**src/rtl/pci_par_pkg.sv**
```systemverilog
package pci_par_pkg;
  typedef struct packed {
    logic par;  // parity of previous-cycle ad/cbe
    logic chk;  // previous cycle must be checked
    logic oe;   // previous-cycle ad output-enable
  } par_stage_t;
endpackage

```
**src/rtl/pci_par_calc.sv**
```systemverilog
module pci_par_calc #(
  parameter int AD_W = 32,
  parameter int BE_W = 4
) (
  input  logic [AD_W-1:0] ad_i,
  input  logic [BE_W-1:0] cbe_i,
  output logic            par_o
);
  localparam int LANE_W = AD_W / BE_W;

  logic [BE_W-1:0] lane_par;

  // one byte lane plus its enable per leaf
  for (genvar g = 0; g < BE_W; g++) begin : g_lane
    assign lane_par[g] = (^ad_i[g*LANE_W +: LANE_W]) ^ cbe_i[g];
  end

  assign par_o = ^lane_par;
endmodule

```
**src/rtl/pci_par_stage.sv**
```systemverilog
module pci_par_stage
  import pci_par_pkg::*;
(
  input  logic       clk_i,
  input  logic       rst_ni,
  input  logic       par_i,
  input  logic       chk_i,
  input  logic       oe_i,
  output par_stage_t stage_o
);
  always_ff @(posedge clk_i or negedge rst_ni) begin
    if (!rst_ni) stage_o <= '0;
    else         stage_o <= '{par: par_i, chk: chk_i, oe: oe_i};
  end

  p_oe_rise_r3: assert property (@(posedge clk_i) disable iff (!rst_ni)
    $rose(oe_i) |=> $rose(stage_o.oe));
  p_oe_fall_r3: assert property (@(posedge clk_i) disable iff (!rst_ni)
    $fell(oe_i) |=> $fell(stage_o.oe));
endmodule

```
**src/rtl/pci_par_check.sv**
```systemverilog
module pci_par_check
  import pci_par_pkg::*;
(
  input  logic       clk_i,
  input  logic       rst_ni,
  input  par_stage_t stage_i,
  input  logic       par_i,
  output logic       perr_o
);
  always_ff @(posedge clk_i or negedge rst_ni) begin
    if (!rst_ni) perr_o <= 1'b0;
    else         perr_o <= stage_i.chk & (stage_i.par ^ par_i);
  end

  p_match_quiet_r7: assert property (@(posedge clk_i) disable iff (!rst_ni)
    perr_o |-> ($past(par_i) != $past(stage_i.par)));
endmodule

```
**src/rtl/pci_parity_unit.sv**
```systemverilog
module pci_parity_unit
  import pci_par_pkg::*;
#(
  parameter int AD_W = 32,
  parameter int BE_W = 4
) (
  input  logic            clk_i,
  input  logic            rst_ni,
  input  logic [AD_W-1:0] ad_i,
  input  logic [BE_W-1:0] cbe_i,
  input  logic            par_i,
  input  logic            addr_vld_i,
  input  logic            irdy_i,
  input  logic            we_i,
  input  logic            ad_oe_i,
  output logic            par_o,
  output logic            par_oe_o,
  output logic            perr_o
);
  logic       cur_par;
  logic       chk_now;
  par_stage_t stage;

  pci_par_calc #(.AD_W(AD_W), .BE_W(BE_W)) calc_i (
    .ad_i (ad_i),
    .cbe_i(cbe_i),
    .par_o(cur_par)
  );

  // receiver role: address phases and write beats only
  assign chk_now = addr_vld_i | (irdy_i & we_i);

  pci_par_stage stage_i (
    .clk_i  (clk_i),
    .rst_ni (rst_ni),
    .par_i  (cur_par),
    .chk_i  (chk_now),
    .oe_i   (ad_oe_i),
    .stage_o(stage)
  );

  pci_par_check check_i (
    .clk_i  (clk_i),
    .rst_ni (rst_ni),
    .stage_i(stage),
    .par_i  (par_i),
    .perr_o (perr_o)
  );

  assign par_o    = stage.par;
  assign par_oe_o = stage.oe;

  p_reset_r1: assert property (@(posedge clk_i)
    !rst_ni |=> (!rst_ni |-> (!par_o && !par_oe_o && !perr_o)));
  p_gen_even_r2: assert property (@(posedge clk_i) disable iff (!rst_ni)
    1'b1 |=> ($countones({$past(ad_i), $past(cbe_i), par_o}) % 2 == 0));
  p_err_source_r4: assert property (@(posedge clk_i) disable iff (!rst_ni)
    perr_o |-> $past(addr_vld_i | (irdy_i & we_i), 2));
  p_read_quiet_r6: assert property (@(posedge clk_i) disable iff (!rst_ni)
    perr_o |-> !$past(irdy_i & !we_i & !addr_vld_i, 2));
endmodule

```
**config.mk**
```make
export PLATFORM = sky130hd
export DESIGN_NAME = pci_parity_unit
export DESIGN_NICKNAME = d
export VERILOG_FILES = /design/src/rtl/pci_par_pkg.sv /design/src/rtl/pci_par_calc.sv /design/src/rtl/pci_par_stage.sv /design/src/rtl/pci_par_check.sv /design/src/rtl/pci_parity_unit.sv
export SDC_FILE = /design/constraint.sdc
export NUM_CORES = 1
export LEC_CHECK = 0
export BUFFER_PORTS_ARGS = -buffer_cell sky130_fd_sc_hd__buf_4
export CELL_PAD_IN_SITES_DETAIL_PLACEMENT = 1
export CELL_PAD_IN_SITES_GLOBAL_PLACEMENT = 2
export CORE_MARGIN = 2
export CORE_UTILIZATION = 15
export DETAILED_ROUTE_END_ITERATION = 8
export PLACE_DENSITY = 0.77
export SYNTH_ARGS = -nofsm -noshare
export SYNTH_HDL_FRONTEND = slang
export SYNTH_SLANG_ARGS = --single-unit
```
**constraint.sdc**
```tcl
create_clock -name clk_i -period 0.8 [get_ports clk_i]
set_input_delay 0.24 -clock clk_i [delete_from_list [all_inputs] [get_ports clk_i]]
set_output_delay 0.24 -clock clk_i [all_outputs]
set_load 0.01 [all_outputs]
```
-- Word-level counts from Yosys, hierarchy flattened
Index checks and enable logic that the tools add are counted.
- bits in registers: 4
- input port bits: 43
- output and inout port bits: 3
- logic and storage cells: 17
- bitwise operators: 8
- reduce and logical (&&, ||, !) cells: 5
- operator list (cell ; count):
    8-bit parity ; 4
    1-bit bitwise XOR ; 5
    4-bit parity ; 1
    1-bit AND ; 2
    1-bit OR ; 1

-- Longest topological paths before layout
- depth after elaboration: 3
- depth in mapped cells: 5
- mapped depth without buffers: 5

-- Cells and area by module
A second synthesis with hierarchy kept.
- cell total of the unflattened synthesis: 41
- area total of the unflattened synthesis: 434.2 sq um
- by module, submodules not included (module ; instances ; cells an instance ; area each (sq um) ; seq. area each (sq um)):
    pci_par_calc ; 1 ; 34 ; 311.5 ; 0.0
    pci_par_stage ; 1 ; 3 ; 75.1 ; 75.1
    pci_par_check ; 1 ; 3 ; 40.0 ; 25.0
    pci_parity_unit ; 1 ; 1 ; 7.5 ; 0.0

-- Worst setup path after synthesis
Ideal clock, no wire load.
- path kind: in2reg
- start point: input ad_i[29]
- end point: register stage_i.stage_o[2] (netlist bit)
- setup time: 0.123 ns
- arrival time: 1.226 ns
- required time: 0.677 ns
- path slack: -0.548 ns
- stages on the path: 5
- buffers on the path: 0
- cells stage by stage: xor2_1 > xnor2_1 > xnor2_1 > xnor3_1 > xnor2_1
- longest elaborated chain between the ends: 3
- RTL lines (element ; RTL line ; source):
    start, declared ; pci_parity_unit.sv:9 ; input logic [AD_W-1:0] ad_i,
    8-bit parity ; pci_par_calc.sv:15 ; assign lane_par[g] = (^ad_i[g*LANE_W +: LANE_W]) ^ cbe_i[g];
    1-bit bitwise XOR ; pci_par_calc.sv:15 ;
    4-bit parity ; pci_par_calc.sv:18 ; assign par_o = ^lane_par;
    via calc_i.par_o ; pci_par_calc.sv:7 ; output logic par_o
    end signal, assigned ; pci_par_stage.sv:13 ; else stage_o <= '{par: par_i, chk: chk_i, oe: oe_i};
    end, declared ; pci_par_stage.sv:9 ; output par_stage_t stage_o
The timed path passes the listed nets, and every way through them passes these cells.

-- Worst setup path in the final report
- start point: input ad_i[16]
- end point: register stage_i.stage_o[2] (netlist bit)
The elaborated chain is that of the path after synthesis.

==> flow_metrics.tcl <==
set metrics [dict create \
    setup_tns_ns -1.07 \
    path_max_fanout 1 \
    gp_congestion 0.623 \
    hold_viol_final 0 \
    post_drt_via_cell_ratio 3.71 \
    die_h_um 57.8 \
    postSynthAreaPerCell_sq_um 10.6 \
    die_area_sq_um 3340 \
    cts_sinks 4 \
    maxSlewHeadroom 0.866 \
    dp_slack_ns -0.716 \
    grt_pass1_wl_um 1660 \
    drt-pass1-iter-count 2 \
    design_area_sq_um 896 \
    postRouteAntennaNets 0 \
    clock_path_buffers 2 \
    p_total_mw 1.45 \
    tightest_slew_ns 0.200 \
    rr_worst_depth 3 \
    cts.reportedPaths.clkPinSlew_ns 0.04 \
    dp_hpwl_um 988 \
    area_growth_pct 106 \
    io_buffer_count 45 \
    ioPinCount 46 \
    period_minus_slack_ns 1.28 \
    cts_made_buffers 3 \
    crit_start "ad_i[16]" \
    synthCells 41 \
    vdd_ir_drop_max_mv 0.892 \
    instances_no_fill 122 \
    required_ns 0.91 \
    layout.nets 136 \
    routed_wl_um 1070 \
    fin_worst_skew_ns 0.00405 \
    arrival_ns 1.39 \
    startpoint_type "input port" \
    worst_setup_path_end_kind "register" \
    violations "negative setup slack" \
    detail_route.wl_per_cell_um 8.73 \
    fillCellCount 324 \
    clkLatencyLatePin_ns 0.23 \
    grt_max_degree 5 \
    root_buffer "clkbuf_4" \
    drt-initial-drc-count 3 \
    maxCapViolations 0 \
    grt_use_total 0.0625 \
    drive_above_1_share 0.582 \
    synth_warnings 0 \
    die_w_um 57.8 \
    grt_pass1_vias 493 \
    seq_area_frac_synth 0.231 \
    status "finished with violations" \
    p_leak_nw 0.415 \
    r2r_end "check_i.perr_o" \
    antenna_found_initial 0 \
    fmax_ghz 0.780 \
    num_antenna_cells 0 \
    endpoint "stage_i.stage_o[2]" \
    fin_util 0.325 \
    finalMaxSlewViolations 0 \
    initial_utilization 0.157 \
    fp-row-count 19 \
    hold_class "input port to register" \
    setup-violations-final 5 \
    period_share 1.60 \
    syn_area_sq_um 434 \
    core_area_sq_um 2760 \
    htree_levels 1 \
    syn_nets 84 \
    hold_slack_ns 0.124 \
    cts_tree "yes" \
    critical_path_class "input port to register" \
    ys_ff_latch 4 \
    num_vias 453 \
    power_density_nw_per_um2 1620 \
    fin_ws_ns -0.482 \
    drc 0 \
    post_dp_cell_area_sq_um 818 \
    grt_remaining_overflow 0 \
    final_common_cell "buf_4" \
    synth_cell_types 6 \
    reg2reg_from "stage_i.stage_o[2]" \
    r2r_slack_ns -0.11 \
    rsz0062_at_grt "true" \
    dp_cells 117 \
    mostFrequentLayoutCells "buf_4 (42), xnor2_1 (26), xor2_1 (4), dfrtp_1 (4), buf_6 (4)" \
]
-- flip-flops by register name, summed over array words and instances, names as in the netlist --
name,count
check_i.perr_o,1
stage_i.stage_o,3
-- where the power goes --
group | internal [mW] | total, mW | switching [mW]
clock | 0.167 | 0.235 | 0.0683
combinational | 0.626 | 0.921 | 0.294
sequential | 0.263 | 0.297 | 0.0346
-- worst min-delay path by stage --
stage | start | to | slack [ns] | cells past startpoint
detailed placement | rst_ni | stage_i.stage_o[2] | 0.04 | 1
global route | ad_oe_i | stage_i.stage_o[0] | 0.12 | 1
floorplan | rst_ni | check_i.perr_o | -0.06 | 0
CTS | ad_oe_i | stage_i.stage_o[0] | 0.12 | 1
finish | ad_oe_i | stage_i.stage_o[0] | 0.12 | 1
global placement | rst_ni | check_i.perr_o | 0.04 | 1
-- what timing repair did --
item | in CTS | in global routing
pin swaps | 1 | 2
hold buffers | 1 | 0
endpoints found under the setup margin | 4 | 5
hold endpoints to repair | 4 | 0
resized for setup | 5 | 2
setup buffers | 1 | 0
-- cells in the mapped netlist --
master,number,area share
dfrtp_1,4,0.23
a21o_1,1,0.017
and2_1,1,0.014
xor2_1,5,0.10
xnor3_1,1,0.052
xnor2_1,29,0.59
-- logic make-up (layout without fill, tap and decap cells) --
logic type,Yosys count,count (layout),synth area share
xor gates and xnor gates,35,35,0.738
AOI/OAI and AO/OA,1,1,0.0173
buffers and inverters,0,50,0
and+or+nand+nor,1,1,0.0144
DFF,4,4,0.231
-- layout make-up --
cell class | count | area (sq um) | area share
repair buffers | 47 | 370 | 0.413
multi-input cells | 37 | 364 | 0.406
flip-flops and latches | 4 | 100 | 0.112
well taps | 31 | 38.8 | 0.0433
clock buffers | 3 | 22.5 | 0.0251
-- worst max-delay path, cell delays in order --
cell and delay (ns):
buf_4 0.12, xor2_2 0.17, xnor2_1 0.17, xnor2_1 0.14
xnor3_1 0.42, xnor2_1 0.13
-- metal layers --
layer  GRT usage  part of all wire  wire (um)
met1      0.0575              0.29        313
met2       0.128              0.57        610
met3      0.0179              0.12        129
met4      0.0199             0.010         11
met5           0                 0          0
(Power assumes the default switching activity.)
